[src/rtl/sdma_pkg.sv]
package sdma_pkg;

    localparam int REG_W = 32;
    localparam int OFS_W = 3;

    localparam logic [OFS_W-1:0] OFS_ADDR  = 3'd0;
    localparam logic [OFS_W-1:0] OFS_BCFG  = 3'd1;
    localparam logic [OFS_W-1:0] OFS_BCNT  = 3'd2;
    localparam logic [OFS_W-1:0] OFS_MODE  = 3'd3;
    localparam logic [OFS_W-1:0] OFS_HCTL  = 3'd4;
    localparam logic [OFS_W-1:0] OFS_STAT  = 3'd5;
    localparam logic [OFS_W-1:0] OFS_STEN  = 3'd6;

    localparam int MB_DMA   = 0;
    localparam int MB_CNT   = 1;
    localparam int MB_ASTOP = 2;
    localparam int MB_DIR   = 4;
    localparam int MB_MULTI = 5;
    localparam logic [5:0] MODE_MASK = 6'b110111;

    localparam int ST_CMD  = 0;
    localparam int ST_XFER = 1;
    localparam int ST_DMA  = 3;
    localparam logic [5:0] STAT_MASK = 6'b001011;

    localparam int SEL_LO = 3;

    typedef enum logic [1:0] {
        S_IDLE  = 2'd0,
        S_DP    = 2'd1,
        S_MEM   = 2'd2,
        S_PAUSE = 2'd3
    } eng_state_t;

endpackage

[src/rtl/sdma_boundary.sv]
module sdma_boundary #(
    parameter int BND_BASE = 12,
    parameter int CODE_W   = 3,
    localparam int NCODES  = 1 << CODE_W,
    localparam int LOW_W   = BND_BASE + NCODES - 1
) (
    input  logic [LOW_W-1:0]  addr_low,
    input  logic [CODE_W-1:0] code,
    output logic              hit
);

    logic [NCODES-1:0] hits;

    for (genvar c = 0; c < NCODES; c++) begin : g_code
        assign hits[c] = (addr_low[BND_BASE+c-1:0] == '0);
    end

    assign hit = hits[code];

endmodule

[src/rtl/sdma_regs.sv]
module sdma_regs
    import sdma_pkg::*;
#(
    parameter int ADDR_W   = 32,
    parameter int DATA_W   = 32,
    parameter int SIZE_W   = 12,
    parameter int CNT_W    = 16,
    parameter int CODE_W   = 3,
    localparam int WB      = DATA_W / 8
) (
    input  logic              clk,
    input  logic              rst_n,
    input  logic              reg_we,
    input  logic [OFS_W-1:0]  reg_addr,
    input  logic [REG_W-1:0]  reg_wdata,
    output logic [REG_W-1:0]  reg_rdata,
    input  logic              cmd_done,
    input  logic              addr_inc,
    input  logic              cnt_dec,
    input  logic              set_done,
    input  logic              set_dma_int,
    output logic [ADDR_W-1:0] sysaddr,
    output logic [SIZE_W-1:0] blk_size,
    output logic [CODE_W-1:0] bnd_code,
    output logic [CNT_W-1:0]  blk_cnt,
    output logic              dma_en,
    output logic              cnt_en,
    output logic              dir_rd,
    output logic              multi,
    output logic [1:0]        dma_sel,
    output logic              resume,
    output logic              irq
);

    typedef struct packed {
        logic [ADDR_W-1:0] addr;
        logic [SIZE_W-1:0] size;
        logic [CODE_W-1:0] code;
        logic [CNT_W-1:0]  cnt;
        logic [5:0]        mode;
        logic [1:0]        sel;
        logic [5:0]        stat;
        logic [5:0]        sten;
    } regs_t;

    regs_t r_d, r_q;
    logic  wr_addr, wr_cnt, wr_stat;
    logic [5:0] hw_set;

    assign wr_addr = reg_we && (reg_addr == OFS_ADDR);
    assign wr_cnt  = reg_we && (reg_addr == OFS_BCNT);
    assign wr_stat = reg_we && (reg_addr == OFS_STAT);

    always_comb begin
        r_d = r_q;
        hw_set = '0;
        hw_set[ST_CMD]  = cmd_done;
        hw_set[ST_XFER] = set_done;
        hw_set[ST_DMA]  = set_dma_int;

        if (wr_addr)       r_d.addr = reg_wdata[ADDR_W-1:0];
        else if (addr_inc) r_d.addr = r_q.addr + ADDR_W'(WB);

        if (wr_cnt)       r_d.cnt = reg_wdata[CNT_W-1:0];
        else if (cnt_dec) r_d.cnt = r_q.cnt - CNT_W'(1);

        if (reg_we && reg_addr == OFS_BCFG) begin
            r_d.size = reg_wdata[SIZE_W-1:0];
            r_d.code = reg_wdata[SIZE_W +: CODE_W];
        end
        if (reg_we && reg_addr == OFS_MODE) r_d.mode = reg_wdata[5:0] & MODE_MASK;
        if (reg_we && reg_addr == OFS_HCTL) r_d.sel  = reg_wdata[SEL_LO +: 2];
        if (reg_we && reg_addr == OFS_STEN) r_d.sten = reg_wdata[5:0];

        r_d.stat = r_q.stat & ~(wr_stat ? reg_wdata[5:0] : 6'b0);
        r_d.stat = (r_d.stat | (hw_set & r_q.sten)) & STAT_MASK;
    end

    always_ff @(posedge clk or negedge rst_n) begin
        if (!rst_n) r_q <= '0;
        else        r_q <= r_d;
    end

    always_comb begin
        case (reg_addr)
            OFS_ADDR: reg_rdata = REG_W'(r_q.addr);
            OFS_BCFG: reg_rdata = REG_W'({r_q.code, r_q.size});
            OFS_BCNT: reg_rdata = REG_W'(r_q.cnt);
            OFS_MODE: reg_rdata = REG_W'(r_q.mode);
            OFS_HCTL: reg_rdata = REG_W'({r_q.sel, 3'b000});
            OFS_STAT: reg_rdata = REG_W'(r_q.stat);
            OFS_STEN: reg_rdata = REG_W'(r_q.sten);
            default:  reg_rdata = '0;
        endcase
    end

    assign sysaddr  = r_q.addr;
    assign blk_size = r_q.size;
    assign bnd_code = r_q.code;
    assign blk_cnt  = r_q.cnt;
    assign dma_en   = r_q.mode[MB_DMA];
    assign cnt_en   = r_q.mode[MB_CNT];
    assign dir_rd   = r_q.mode[MB_DIR];
    assign multi    = r_q.mode[MB_MULTI];
    assign dma_sel  = r_q.sel;
    assign resume   = wr_addr;
    assign irq      = |r_q.stat;

    assert_addr_step_R4: assert property (@(posedge clk) disable iff (!rst_n)
        addr_inc && !wr_addr |=> r_q.addr == $past(r_q.addr) + ADDR_W'(WB));

    assert_cnt_dec_R6: assert property (@(posedge clk) disable iff (!rst_n)
        cnt_dec && !wr_cnt |=> r_q.cnt == $past(r_q.cnt) - CNT_W'(1));

    assert_w1c_R11: assert property (@(posedge clk) disable iff (!rst_n)
        wr_stat && reg_wdata[ST_XFER] && !set_done |=> !r_q.stat[ST_XFER]);

    assert_set_wins_R11: assert property (@(posedge clk) disable iff (!rst_n)
        set_done && r_q.sten[ST_XFER] |=> r_q.stat[ST_XFER]);

    assert_gate_R12: assert property (@(posedge clk) disable iff (!rst_n)
        !r_q.sten[ST_DMA] && !r_q.stat[ST_DMA] |=> !r_q.stat[ST_DMA]);

endmodule

[src/rtl/sdma_engine.sv]
module sdma_engine
    import sdma_pkg::*;
#(
    parameter int ADDR_W   = 32,
    parameter int DATA_W   = 32,
    parameter int SIZE_W   = 12,
    parameter int CNT_W    = 16,
    parameter int CODE_W   = 3,
    parameter int BND_BASE = 12,
    localparam int WB      = DATA_W / 8,
    localparam int LOW_W   = BND_BASE + (1 << CODE_W) - 1
) (
    input  logic              clk,
    input  logic              rst_n,
    input  logic              start,
    input  logic              dma_en,
    input  logic [1:0]        dma_sel,
    input  logic              cnt_en,
    input  logic              dir_rd,
    input  logic              multi,
    input  logic [SIZE_W-1:0] blk_size,
    input  logic [CNT_W-1:0]  blk_cnt,
    input  logic [CODE_W-1:0] bnd_code,
    input  logic [ADDR_W-1:0] sysaddr,
    input  logic              resume,
    output logic              mem_req,
    output logic              mem_we,
    output logic [ADDR_W-1:0] mem_addr,
    output logic [DATA_W-1:0] mem_wdata,
    input  logic [DATA_W-1:0] mem_rdata,
    input  logic              mem_ack,
    input  logic              dp_rx_valid,
    input  logic [DATA_W-1:0] dp_rx_data,
    output logic              dp_rx_ready,
    output logic              dp_tx_valid,
    output logic [DATA_W-1:0] dp_tx_data,
    input  logic              dp_tx_ready,
    output logic              addr_inc,
    output logic              cnt_dec,
    output logic              set_done,
    output logic              set_dma_int
);

    typedef struct packed {
        eng_state_t        state;
        logic [DATA_W-1:0] word;
        logic [SIZE_W:0]   bytes;
    } eng_t;

    eng_t e_d, e_q;
    eng_state_t first_st;
    logic [LOW_W-1:0] next_low;
    logic at_bnd, word_done, blk_end, last_blk;

    assign first_st = dir_rd ? S_DP : S_MEM;
    assign next_low = sysaddr[LOW_W-1:0] + LOW_W'(WB);

    sdma_boundary #(
        .BND_BASE (BND_BASE),
        .CODE_W   (CODE_W)
    ) u_bnd (
        .addr_low (next_low),
        .code     (bnd_code),
        .hit      (at_bnd)
    );

    assign blk_end  = (e_q.bytes + (SIZE_W+1)'(WB)) >= {1'b0, blk_size};
    assign last_blk = !multi || (cnt_en && blk_cnt == CNT_W'(1));

    always_comb begin
        e_d         = e_q;
        mem_req     = 1'b0;
        dp_rx_ready = 1'b0;
        dp_tx_valid = 1'b0;
        word_done   = 1'b0;
        addr_inc    = 1'b0;
        cnt_dec     = 1'b0;
        set_done    = 1'b0;
        set_dma_int = 1'b0;

        case (e_q.state)
            S_IDLE: begin
                if (start && dma_en && dma_sel == 2'b00) begin
                    e_d.bytes = '0;
                    e_d.state = first_st;
                end
            end
            S_DP: begin
                if (dir_rd) begin
                    dp_rx_ready = 1'b1;
                    if (dp_rx_valid) begin
                        e_d.word  = dp_rx_data;
                        e_d.state = S_MEM;
                    end
                end else begin
                    dp_tx_valid = 1'b1;
                    word_done   = dp_tx_ready;
                end
            end
            S_MEM: begin
                mem_req = 1'b1;
                if (mem_ack) begin
                    if (dir_rd) begin
                        word_done = 1'b1;
                    end else begin
                        e_d.word  = mem_rdata;
                        e_d.state = S_DP;
                    end
                end
            end
            S_PAUSE: begin
                if (resume) e_d.state = first_st;
            end
            default: e_d.state = S_IDLE;
        endcase

        if (word_done) begin
            addr_inc  = 1'b1;
            e_d.bytes = blk_end ? '0 : e_q.bytes + (SIZE_W+1)'(WB);
            cnt_dec   = blk_end && cnt_en;
            if (blk_end && last_blk) begin
                set_done  = 1'b1;
                e_d.state = S_IDLE;
            end else if (at_bnd) begin
                set_dma_int = 1'b1;
                e_d.state   = S_PAUSE;
            end else begin
                e_d.state = first_st;
            end
        end
    end

    always_ff @(posedge clk or negedge rst_n) begin
        if (!rst_n) e_q <= '{state: S_IDLE, word: '0, bytes: '0};
        else        e_q <= e_d;
    end

    assign mem_we     = dir_rd;
    assign mem_addr   = sysaddr;
    assign mem_wdata  = e_q.word;
    assign dp_tx_data = e_q.word;

    assert_req_hold_R4: assert property (@(posedge clk) disable iff (!rst_n)
        mem_req && !mem_ack && !resume |=> mem_req && $stable(mem_addr) && $stable(mem_we));

    assert_pause_quiet_R8: assert property (@(posedge clk) disable iff (!rst_n)
        set_dma_int |=> !mem_req);

    assert_no_start_R3: assert property (@(posedge clk) disable iff (!rst_n)
        (e_q.state == S_IDLE) && (dma_sel != 2'b00) |=> !mem_req && !dp_rx_ready && !dp_tx_valid);

endmodule

[src/rtl/sdma_engine_top.sv]
module sdma_engine_top
    import sdma_pkg::*;
#(
    parameter int ADDR_W   = 32,
    parameter int DATA_W   = 32,
    parameter int SIZE_W   = 12,
    parameter int CNT_W    = 16,
    parameter int CODE_W   = 3,
    parameter int BND_BASE = 12
) (
    input  logic              clk,
    input  logic              rst_n,
    input  logic              reg_we,
    input  logic [OFS_W-1:0]  reg_addr,
    input  logic [REG_W-1:0]  reg_wdata,
    output logic [REG_W-1:0]  reg_rdata,
    input  logic              cmd_done,
    input  logic              data_start,
    output logic              mem_req,
    output logic              mem_we,
    output logic [ADDR_W-1:0] mem_addr,
    output logic [DATA_W-1:0] mem_wdata,
    input  logic [DATA_W-1:0] mem_rdata,
    input  logic              mem_ack,
    input  logic              dp_rx_valid,
    input  logic [DATA_W-1:0] dp_rx_data,
    output logic              dp_rx_ready,
    output logic              dp_tx_valid,
    output logic [DATA_W-1:0] dp_tx_data,
    input  logic              dp_tx_ready,
    output logic              irq
);

    logic [ADDR_W-1:0] sysaddr;
    logic [SIZE_W-1:0] blk_size;
    logic [CODE_W-1:0] bnd_code;
    logic [CNT_W-1:0]  blk_cnt;
    logic [1:0]        dma_sel;
    logic dma_en, cnt_en, dir_rd, multi, resume;
    logic addr_inc, cnt_dec, set_done, set_dma_int;

    sdma_regs #(
        .ADDR_W (ADDR_W), .DATA_W (DATA_W), .SIZE_W (SIZE_W),
        .CNT_W  (CNT_W),  .CODE_W (CODE_W)
    ) u_regs (
        .clk         (clk),
        .rst_n       (rst_n),
        .reg_we      (reg_we),
        .reg_addr    (reg_addr),
        .reg_wdata   (reg_wdata),
        .reg_rdata   (reg_rdata),
        .cmd_done    (cmd_done),
        .addr_inc    (addr_inc),
        .cnt_dec     (cnt_dec),
        .set_done    (set_done),
        .set_dma_int (set_dma_int),
        .sysaddr     (sysaddr),
        .blk_size    (blk_size),
        .bnd_code    (bnd_code),
        .blk_cnt     (blk_cnt),
        .dma_en      (dma_en),
        .cnt_en      (cnt_en),
        .dir_rd      (dir_rd),
        .multi       (multi),
        .dma_sel     (dma_sel),
        .resume      (resume),
        .irq         (irq)
    );

    sdma_engine #(
        .ADDR_W (ADDR_W), .DATA_W (DATA_W), .SIZE_W (SIZE_W),
        .CNT_W  (CNT_W),  .CODE_W (CODE_W), .BND_BASE (BND_BASE)
    ) u_eng (
        .clk         (clk),
        .rst_n       (rst_n),
        .start       (data_start),
        .dma_en      (dma_en),
        .dma_sel     (dma_sel),
        .cnt_en      (cnt_en),
        .dir_rd      (dir_rd),
        .multi       (multi),
        .blk_size    (blk_size),
        .blk_cnt     (blk_cnt),
        .bnd_code    (bnd_code),
        .sysaddr     (sysaddr),
        .resume      (resume),
        .mem_req     (mem_req),
        .mem_we      (mem_we),
        .mem_addr    (mem_addr),
        .mem_wdata   (mem_wdata),
        .mem_rdata   (mem_rdata),
        .mem_ack     (mem_ack),
        .dp_rx_valid (dp_rx_valid),
        .dp_rx_data  (dp_rx_data),
        .dp_rx_ready (dp_rx_ready),
        .dp_tx_valid (dp_tx_valid),
        .dp_tx_data  (dp_tx_data),
        .dp_tx_ready (dp_tx_ready),
        .addr_inc    (addr_inc),
        .cnt_dec     (cnt_dec),
        .set_done    (set_done),
        .set_dma_int (set_dma_int)
    );

endmodule

[config.mk]
export PLATFORM = sky130hd
export DESIGN_NAME = sdma_engine_top
export DESIGN_NICKNAME = d
export VERILOG_FILES = /design/src/rtl/sdma_pkg.sv /design/src/rtl/sdma_boundary.sv /design/src/rtl/sdma_regs.sv /design/src/rtl/sdma_engine.sv /design/src/rtl/sdma_engine_top.sv
export SDC_FILE = /design/constraint.sdc
export NUM_CORES = 1
export LEC_CHECK = 0
export ABC_AREA = 1
export BUFFER_PORTS_ARGS = -buffer_cell sky130_fd_sc_hd__buf_2
export CORE_MARGIN = 3
export CORE_UTILIZATION = 59
export DETAILED_ROUTE_END_ITERATION = 12
export PLACE_DENSITY_LB_ADDON = 0.2
export SLEW_MARGIN = 0
export SYNTH_ARGS = -nofsm -noshare
export SYNTH_HDL_FRONTEND = slang
export SYNTH_HIERARCHICAL = 1
export SYNTH_SLANG_ARGS = --single-unit
[constraint.sdc]
create_clock -name clk -period 5.8 [get_ports clk]
set_input_delay 1.16 -clock clk [delete_from_list [all_inputs] [get_ports clk]]
set_output_delay 1.16 -clock clk [all_outputs]
set_load 0.02 [all_outputs]
==> impl_summary.txt, run 1 <==
----------------------------------------------------
[Outcome]
  Status ... finished clean

[Floorplan]
  Ports placed on the boundary ... 240
  Die Area ... 0.0176 sq mm
  Effective utilization at floorplan ... 61.3%
  Core Box Area ... 0.0155 sq mm
  Site Rows ... 45
  Die Ht ... 133 microns
  Die Span X ... 133 microns

[Logic synthesis]
  Synth Instances ... 1366
  Top cell types by occurrence after synthesis ... sky130_fd_sc_hd__nand2_1, sky130_fd_sc_hd__buf_4, sky130_fd_sc_hd__inv_1, sky130_fd_sc_hd__nor2_1, sky130_fd_sc_hd__dfrtp_1
  Library cell with the highest instance count after synthesis ... sky130_fd_sc_hd__nand2_1
  Share of synthesized area occupied by flip-flops and latches ... 32.7%
  Area of the mapped netlist ... 0.00949 sq mm
  Share of Yosys cell area claimed by the top area cell type ... 32.7%
  Largest area contributor in the netlist ... sky130_fd_sc_hd__dfrtp_1
  Share of flip-flops with an asynchronous set or reset after synthesis ... 100%
  Number of unique standard cell types used by synthesis ... 46
  Ranking of synthesized cells by area ... sky130_fd_sc_hd__dfrtp_1, sky130_fd_sc_hd__nand2_1, sky130_fd_sc_hd__buf_4, sky130_fd_sc_hd__inv_1, sky130_fd_sc_hd__nor2_1
  Dominant synthesized flop cell ... sky130_fd_sc_hd__dfrtp_1
  Synthesized area per cell ... 6.95 sq um
  Synthesized netlist net count ... 1491
  Post-synth EDFFs ... 0
  Count of state elements after synthesis ... 124
  Yosys synthesis warning count ... 6

[Cells and area]
  Net count of the finished layout ... 1555
  Filler cell count ... 1425
  Synth-to-layout area growth ... 6.63%
  Layout cells sized above 1 ... 22.2%

[Critical path]
  Critical path's slowest cell ... sky130_fd_sc_hd__nor3_4
  CP max stage delay ... 0.31 ns
  Crit path arrival time ... 2.56 ns
  Kind of end point of the critical path ... primary output
  Crit-path max FO ... 11
  Crit path launch type ... primary input
  Crit path required time ... 4.64 ns
  Critical Setup Path Class ... primary input to primary output
  Cell chain of the critical path ... buf_2 > inv_1 > nor3_4 > inv_1 > o21ai_0 > a21oi_1 > nand2_1 > buf_2
  FF-to-FF setup slack ... 2.39 ns

[Placed design]
  Worst Setup Slack post-DPL ... 1.98 ns
  Sum of net half-perimeters after detailed placement ... 20000 microns
  Final GP Congestion ... 0.948
  Number of buffer cells added on primary ports ... 239

[STA]
  Post-route worst setup slack ... 2.08 ns
  Worst clock skew ... 0.0122 ns
  Minimum period implied by the final worst setup slack ... 3.72 ns
  Worst max-slew margin expressed relative to the limit ... 44.0%
  Setup repair after global routing missed its margin ... false
  Final max-slew violation count ... 0
  Final critical-path share of the clock period ... 64.1%
  Max frequency ... 269 MHz
  Setup tns final ... 0 ns
  Worst-Margin Slew ... 0.833 ns
  Fin. Hold Viols ... 0
  Final setup vio count ... 0

[Global route]
  Maximum number of pins on one net before global-route repair ... 65
  Global router's overall resource usage ... 29.4%
  Initial antenna violation count ... 1
  Via count of the first global-routing pass ... 7969
  Wire length of the first global-routing pass ... 41400 microns
  Total congestion overflow after global routing ... 0

[Clock tree]
  Number of buffers inserted by post-CTS setup repair ... 0
  Clk Latency, worst-skew pair ... 0.43 ns
  Number of buffers inserted during clock tree synthesis ... 17
  Hold-fix buffers at CTS ... 0
  H-tree levels ... 4
  Number of gates given a new drive strength after cts ... 0
  Number of sinks handled by clock tree synthesis ... 124
  Clock-pin slew on the worst setup and hold paths ... 0.06 ns
  Clock tree from TritonCTS ... done
  Clock buffer depth ... 2
  Cell at the root of the clock tree ... sky130_fd_sc_hd__clkbuf_16

[Routing]
  Routed wire length ... 26300 microns
  DRC violation total after the first TritonRoute iteration ... 877
  Total iterations of the first detailed-routing run ... 5
  Total number of vias ... 8679
  Post-DR wirelength/cell ... 15.9 microns
  Count of antenna-violating nets left after detailed routing ... 0
  Via/cell ratio ... 5.24
  Number of remaining DRC errors ... 0

[Worst hold path]
  Worst min path class ... flip-flop to flip-flop

[Power and ir drop]
  Power Density ... 495 mW/mm^2
  Leakage power of the design ... 5.30 nW
  Largest vdd supply drop ... 387 uV

[Job]
  Count of max-cap constraint violations ... 0

----------------------------------------------------
[layer usage]
layer	up-vias	track usage [%]	share of wire, %
met5	-	0	0
met4	0	9.82	2.4
met3	42	5.89	7.5
met2	372	48.4	48
met1	3978	38.8	42
li1	4287	-	-
[sequential cells by signal, summed over array words and instances (netlist names)]
register and flops:
u_regs/dir_rd 1, u_regs/r_q 10, u_regs/blk_cnt 16, u_eng/e_q 13, u_regs/sysaddr 32, u_regs/dma_sel 2
u_regs/multi 1, u_regs/dma_en 1, u_regs/blk_size 12, u_regs/bnd_code 3, u_eng/dp_tx_data 32, u_regs/cnt_en 1
[cells in the final DEF, fill, tap and decap left out, drive strengths merged, types with 6 or more instances in the layout]
master and count:
nand2 403, buf 243, inv 161, nor2 154
dfrtp 124, nand3 78, o21ai 78, a31oi 33
xor2 27, a21oi 23, clkbuf 19, ha 18
nor3 13, o211ai 11, nand4 10, o221ai 8
clkinv 7, xnor2 6
[worst paths after layout]
| kind | start | endpoint | cells after the start |
|---|---|---|---|
| max | reg_addr[1] | reg_rdata[0] | 8 |
| min reg2reg | u_regs/r_q[16]$_DFFE_PN0P_ | u_regs/r_q[16]$_DFFE_PN0P_ | 2 |
| min | u_regs/r_q[16]$_DFFE_PN0P_ | u_regs/r_q[16]$_DFFE_PN0P_ | 2 |
| min in group asynchronous | rst_n | u_regs/dma_sel[0]$_DFFE_PN0P_ | 1 |
| max reg2reg | u_eng/e_q[3]$_DFFE_PN0P_ | u_regs/blk_cnt[0]$_DFFE_PN0P_ | 19 |
| max in group asynchronous | rst_n | u_regs/sysaddr[17]$_DFFE_PN0N_ | 2 |
[power breakdown]
| part | switching, mW | leakage, nW | internal, mW |
|---|---|---|---|
| sequential | 0.444 | 1.52 | 1.19 |
| clock | 0.420 | 0.266 | 0.601 |
| combinational | 1.55 | 3.52 | 0.800 |
[worst max-delay path, delay by kind of cell]
kind | cells | cell delay [ns]
AND/OR/NAND/NOR | 2 | 0.41
buffers and inverters | 4 | 0.68
AO/OA/AOI/OAI | 2 | 0.29
[logic make-up after synthesis]
kind of cell / Yosys count / synth area share (%)
and+or+nand+nor: 663 / 29.3
xor gates and xnor gates: 33 / 3.05
muxes: 2 / 0.316
DFF: 124 / 32.7
AOI/OAI and AO/OA: 168 / 10.7
adders and majority gates: 18 / 2.37
buffers and inverters: 358 / 21.5
[per-stage QoR]
step                      power [mW]  utilization (%)  hold slack (ns)  cell area [sq um]  cells
final                           5.01             65.4            0.488              10100   1655
after global routing            5.37             65.4            0.505              10100   1655
after CTS                       5.01             65.3            0.488              10100   1654
after detailed placement        3.98             61.7            0.473               9560   1622
after global placement          3.93             61.7            0.467               9560   1622
after floorplan                 3.84                -            0.453               9490   1366
[layout make-up]
type	count	area [sq um]	area share, %
multi-input combinational	884	4360	43.1
sequential	124	3100	30.7
timing repair buffer	243	1230	12.1
inverter	160	602	5.95
clock buffer	19	443	4.38
tap	211	264	2.61
clock inverter	13	119	1.17
antenna	1	2.50	0.0247
No activity file was read; power rests on OpenSTA's default activity.
==> run 2: changes to the inputs <==
--- a/config.mk
+++ b/config.mk
@@ -5,10 +5,10 @@
 export SDC_FILE = /design/constraint.sdc
 export NUM_CORES = 1
 export LEC_CHECK = 0
-export ABC_AREA = 1
+export ABC_AREA = 0
 export BUFFER_PORTS_ARGS = -buffer_cell sky130_fd_sc_hd__buf_2
 export CORE_MARGIN = 3
-export CORE_UTILIZATION = 59
+export CORE_UTILIZATION = 49
 export DETAILED_ROUTE_END_ITERATION = 12
 export PLACE_DENSITY_LB_ADDON = 0.2
 export SLEW_MARGIN = 0
==> constraint.sdc (replaced) <==
create_clock -name clk -period 3.3 [get_ports clk]
set_input_delay 0.66 -clock clk [delete_from_list [all_inputs] [get_ports clk]]
set_output_delay 0.66 -clock clk [all_outputs]
set_load 0.02 [all_outputs]
==> run 2 against run 1 <==
Net effect:
- sequential power rose by 47%
- sequential cell count is the same
- non-clock buffer count is 43 higher
- register-to-register slack lost 2.4 ns
- core utilization fell by 8.4 points
- cell count down 20%
- clock skew shrank 0.0026 ns
- routed wire length down 13%
- first-iteration DRC count fell by 46%
- synthesized cell count decreased by 29%
- combinational power is 34% higher
- synthesized area is 8.1% lower
- the run now ends with negative setup slack left
==> impl_summary.txt, run 2 <==
----------------------------------------------------
[Critical path]
  Cell type group with the largest total delay on the critical path ... simple AND/OR/NAND/NOR gates
  CP max stage delay ... 0.40 ns (+0.09 ns)
  Cell repeated most along the worst path ... sky130_fd_sc_hd__a21oi_1
  Crit path launch type ... flip-flop
  Crit path arrival time ... 3.68 ns (+1.12 ns)
  Crit path required time ... 3.64 ns (-1.00 ns)
  Worst Path Buf+Inv ... 1 (-3)
  Crit-path max FO ... 6 (-5)
  Critical path's slowest cell ... sky130_fd_sc_hd__or3b_4
  Critical Setup Path Class ... flip-flop to flip-flop
  Cell chain of the critical path ... ha_2 > nand3_4 > nor2_4 > nor2b_2 > or2_4 > ha_4 > nand4_1 > a21oi_1 > a21oi_1 > o211ai_1 > and3_4 > or3b_4 > nor4_4 > buf_4 > nand4bb_1 > xor2_1 > o21ai_1
  FF-to-FF setup slack ... -0.03 ns (-2.42 ns)
  Kind of end point of the critical path ... flip-flop

[Cells and area]
  Net count of the finished layout ... 1202 (-23%)
  Filler cell count ... 1610 (+13%)
  Multi-input logic area ... 0.00423 sq mm (-3.0%)
  Layout Cells excl Fill ... 1317 (-20%)
  Layout cells sized above 1 ... 35.7% (+14 points)
  Synth-to-layout area growth ... 13.5%
  Most common cell after layout, fill and taps aside ... sky130_fd_sc_hd__buf_2
  Sequential cell area ... 0.00310 sq mm (about the same)
  Most used cells in the layout excluding fill and tap cells ... sky130_fd_sc_hd__buf_2, sky130_fd_sc_hd__dfrtp_1, sky130_fd_sc_hd__nand2_1

[Power and ir drop]
  Total power ... 7.47 mW (+49%)
  Leakage power of the design ... 4.57 nW (-14%)
  Largest vdd supply drop ... 702 uV (+81%)
  Power Density ... 755 mW/mm^2 (+53%)

[Placed design]
  Worst Setup Slack post-DPL ... -0.224 ns (-2.20 ns)
  Final GP Congestion ... 0.832 (-12%)
  Sum of net half-perimeters after detailed placement ... 17500 microns (-13%)
  Cell count after placement ... 1278 (-21%)
  Number of buffer cells added on primary ports ... 239 (unchanged)

[Clock tree]
  H-tree levels ... 4 (unchanged)
  Cell at the root of the clock tree ... sky130_fd_sc_hd__clkbuf_16
  Number of buffers inserted during clock tree synthesis ... 17 (unchanged)
  Clock-pin slew on the worst setup and hold paths ... 0.06 ns (about the same)
  Clk Latency, worst-skew pair ... 0.42 ns (about the same)
  Clock tree from TritonCTS ... done
  Number of sinks handled by clock tree synthesis ... 124 (unchanged)
  Clock buffer depth ... 2 (unchanged)

[Floorplan]
  Die Span X ... 139 microns (+4.9%)
  Core Box Area ... 0.0174 sq mm (+12%)
  Ports placed on the boundary ... 240 (unchanged)
  Die Area ... 0.0194 sq mm (+10%)
  Effective utilization at floorplan ... 50.2% (-11 points)
  Die Ht ... 139 microns (+4.9%)
  Site Rows ... 48 (+6.7%)

[STA]
  Max frequency ... 300 MHz
  Worst clock skew ... 0.00963 ns (-0.00259 ns)
  Fin. Hold Viols ... 0 (unchanged)
  Worst max-slew margin expressed relative to the limit ... 42.9% (-1.2 points)
  Setup repair after global routing missed its margin ... true
  Post-route worst setup slack ... -0.0330 ns (-2.12 ns)
  Final max-slew violation count ... 0 (unchanged)
  Final critical-path share of the clock period ... 101%
  Worst-Margin Slew ... 0.857 ns (+0.0242 ns)
  Minimum hold slack ... 0.234 ns (-0.254 ns)
  Final setup vio count ... 3 (+3)
  Minimum period implied by the final worst setup slack ... 3.33 ns

[Outcome]
  Status ... finished, violations left
  Violations in the final reports ... negative setup slack

[Logic synthesis]
  Post-synth EDFFs ... 0 (unchanged)
  Share of Yosys cell area claimed by the top area cell type ... 35.6% (+2.9 points)
  Share of synthesized area occupied by flip-flops and latches ... 35.6% (+2.9 points)
  Share of flip-flops with an asynchronous set or reset after synthesis ... 100% (unchanged)
  Synth Instances ... 972 (-29%)
  Library cell with the highest instance count after synthesis ... sky130_fd_sc_hd__buf_4
  Ranking of synthesized cells by area ... sky130_fd_sc_hd__dfrtp_1, sky130_fd_sc_hd__buf_4, sky130_fd_sc_hd__mux2i_1, sky130_fd_sc_hd__mux2_2, sky130_fd_sc_hd__nand2_1
  Largest area contributor in the netlist ... sky130_fd_sc_hd__dfrtp_1
  Yosys synthesis warning count ... 6 (unchanged)
  Number of unique standard cell types used by synthesis ... 63 (+37%)
  Dominant synthesized flop cell ... sky130_fd_sc_hd__dfrtp_1
  Synthesized area per cell ... 8.97 sq um (+29%)
  Area of the mapped netlist ... 0.00872 sq mm (-8.1%)
  Top cell types by occurrence after synthesis ... sky130_fd_sc_hd__buf_4, sky130_fd_sc_hd__dfrtp_1, sky130_fd_sc_hd__nand2_1, sky130_fd_sc_hd__nor2_1, sky130_fd_sc_hd__a21oi_1
  Count of state elements after synthesis ... 124 (unchanged)
  Synthesized netlist net count ... 1097 (-26%)

[Global route]
  Via count of the first global-routing pass ... 6630 (-17%)
  Wire length of the first global-routing pass ... 36100 microns (-13%)
  Total congestion overflow after global routing ... 0 (unchanged)
  Global router's overall resource usage ... 23.3% (-6.1 points)
  Initial antenna violation count ... 2 (+1)
  Met3 Resource Use GR ... 5.67% (-0.22 points)
  Maximum number of pins on one net before global-route repair ... 83 (+28%)
  GR met2 Demand/Resource ... 37.6% (-11 points)
  Global routing met1 resource utilization ... 31.7% (-7.2 points)
  Peak-usage layer in the global routing report ... met2

[Worst hold path]
  Worst min path class ... primary input to async pin

[Routing]
  Routed wire length ... 23000 microns (-13%)
  Number of remaining DRC errors ... 0 (unchanged)
  Post-DR wirelength/cell ... 17.5 microns (+9.8%)
  Via/cell ratio ... 5.35 (+2.1%)
  Total number of vias ... 7051 (-19%)
  DRC violation total after the first TritonRoute iteration ... 471 (-46%)
  Count of antenna-violating nets left after detailed routing ... 0 (unchanged)
  Total iterations of the first detailed-routing run ... 5 (unchanged)

[Job]
  Count of max-cap constraint violations ... 0 (unchanged)

----------------------------------------------------
==> run 2: cell count changes in the layout (fill, tap and decap cells not counted), sizes merged, moves of 36 or more <==
cell   before  now
nand2     403   88
inv       161   32
nor2      154   79
mux2i       0   48
nand3      78   34
buf       243  286
a21oi      23   59
==> run 2: what timing repair did <==
| action | 4_1_cts | 5_1_grt |
|---|---|---|
| endpoints found under the setup margin | 11 | 11 |
| setup buffers | 4 | 1 |
| gates resized for setup | 7 | 10 |
| pin swaps | 12 | 7 |
| hold buffers | 0 | 0 |
==> run 2: worst paths after layout <==
check,end,cells after the start,start
max reg2reg,u_regs/blk_cnt[15]$_DFFE_PN0P_,17,u_eng/e_q[3]$_DFFE_PN0P_
min in group clk,u_regs/sysaddr[17]$_DFFE_PN0N_,3,reg_wdata[17]
max,u_regs/blk_cnt[15]$_DFFE_PN0P_,17,u_eng/e_q[3]$_DFFE_PN0P_
min,u_regs/blk_cnt[10]$_DFFE_PN0P_,1,rst_n
min reg2reg,u_regs/r_q[2]$_DFFE_PN0P_,1,u_regs/r_q[2]$_DFFE_PN0P_
max in group asynchronous,u_eng/dp_tx_data[12]$_DFFE_PN0P_,2,rst_n
==> run 2: cell families (layout without fill, tap and decap cells) <==
family	count (synthesis)	count (layout)	synth area share, %
compound gates	146	146	9.67
xor+xnor	62	62	6.23
flops	124	124	35.6
buf+inv	228	346	17.2
simple gates	313	313	18.6
fa+ha+maj	18	18	2.58
mux	81	81	10.2
other cells	0	2	0
==> run 2: per-stage QoR <==
| step | TNS [ns] | instance area, sq um | util [%] |
|---|---|---|---|
| floorplan | -0.000799 | 8750 | - |
| global placement | -0.717 | 9190 | 52.9 |
| detailed placement | -1.64 | 9190 | 52.9 |
| CTS | -0.0406 | 9840 | 56.7 |
| global route | -1.91 | 9890 | 57.0 |
| finish | -0.0545 | 9890 | 57.0 |
==> run 2: where the power goes <==
group	internal [mW]	leakage, nW	switching (mW)	total, mW
registers	1.96	1.50	0.452	2.41
logic	1.22	2.79	1.94	3.16
clock network	1.18	0.286	0.721	1.90
==> run 2: layout make-up <==
| class | instances | area share [%] |
|---|---|---|
| timing repair buffer | 286 | 15.8 |
| clock inverter | 12 | 1.37 |
| antenna | 2 | 0.0506 |
| inverter | 28 | 1.06 |
| tap | 225 | 2.85 |
| multi-input combinational | 620 | 42.8 |
| clock buffer | 20 | 4.72 |
| sequential | 124 | 31.4 |
==> run 2: routing by layer <==
layer	vias to the layer above	part of all wire, %
met2	263	48
li1	3396	-
met1	3370	43
met3	22	7.2
met5	-	0
met4	0	1.4
==> run 2: worst reg2reg max path, delay by kind of cell (launching register included) <==
| kind | cells | cell delay, ns |
|---|---|---|
| DFF | 1 | 0.37 |
| AOI/OAI and AO/OA | 4 | 0.58 |
| and+or+nand+nor | 9 | 1.48 |
| adders and majority gates | 2 | 0.49 |
| xor gates and xnor gates | 1 | 0.16 |
| buffers and inverters | 1 | 0.18 |
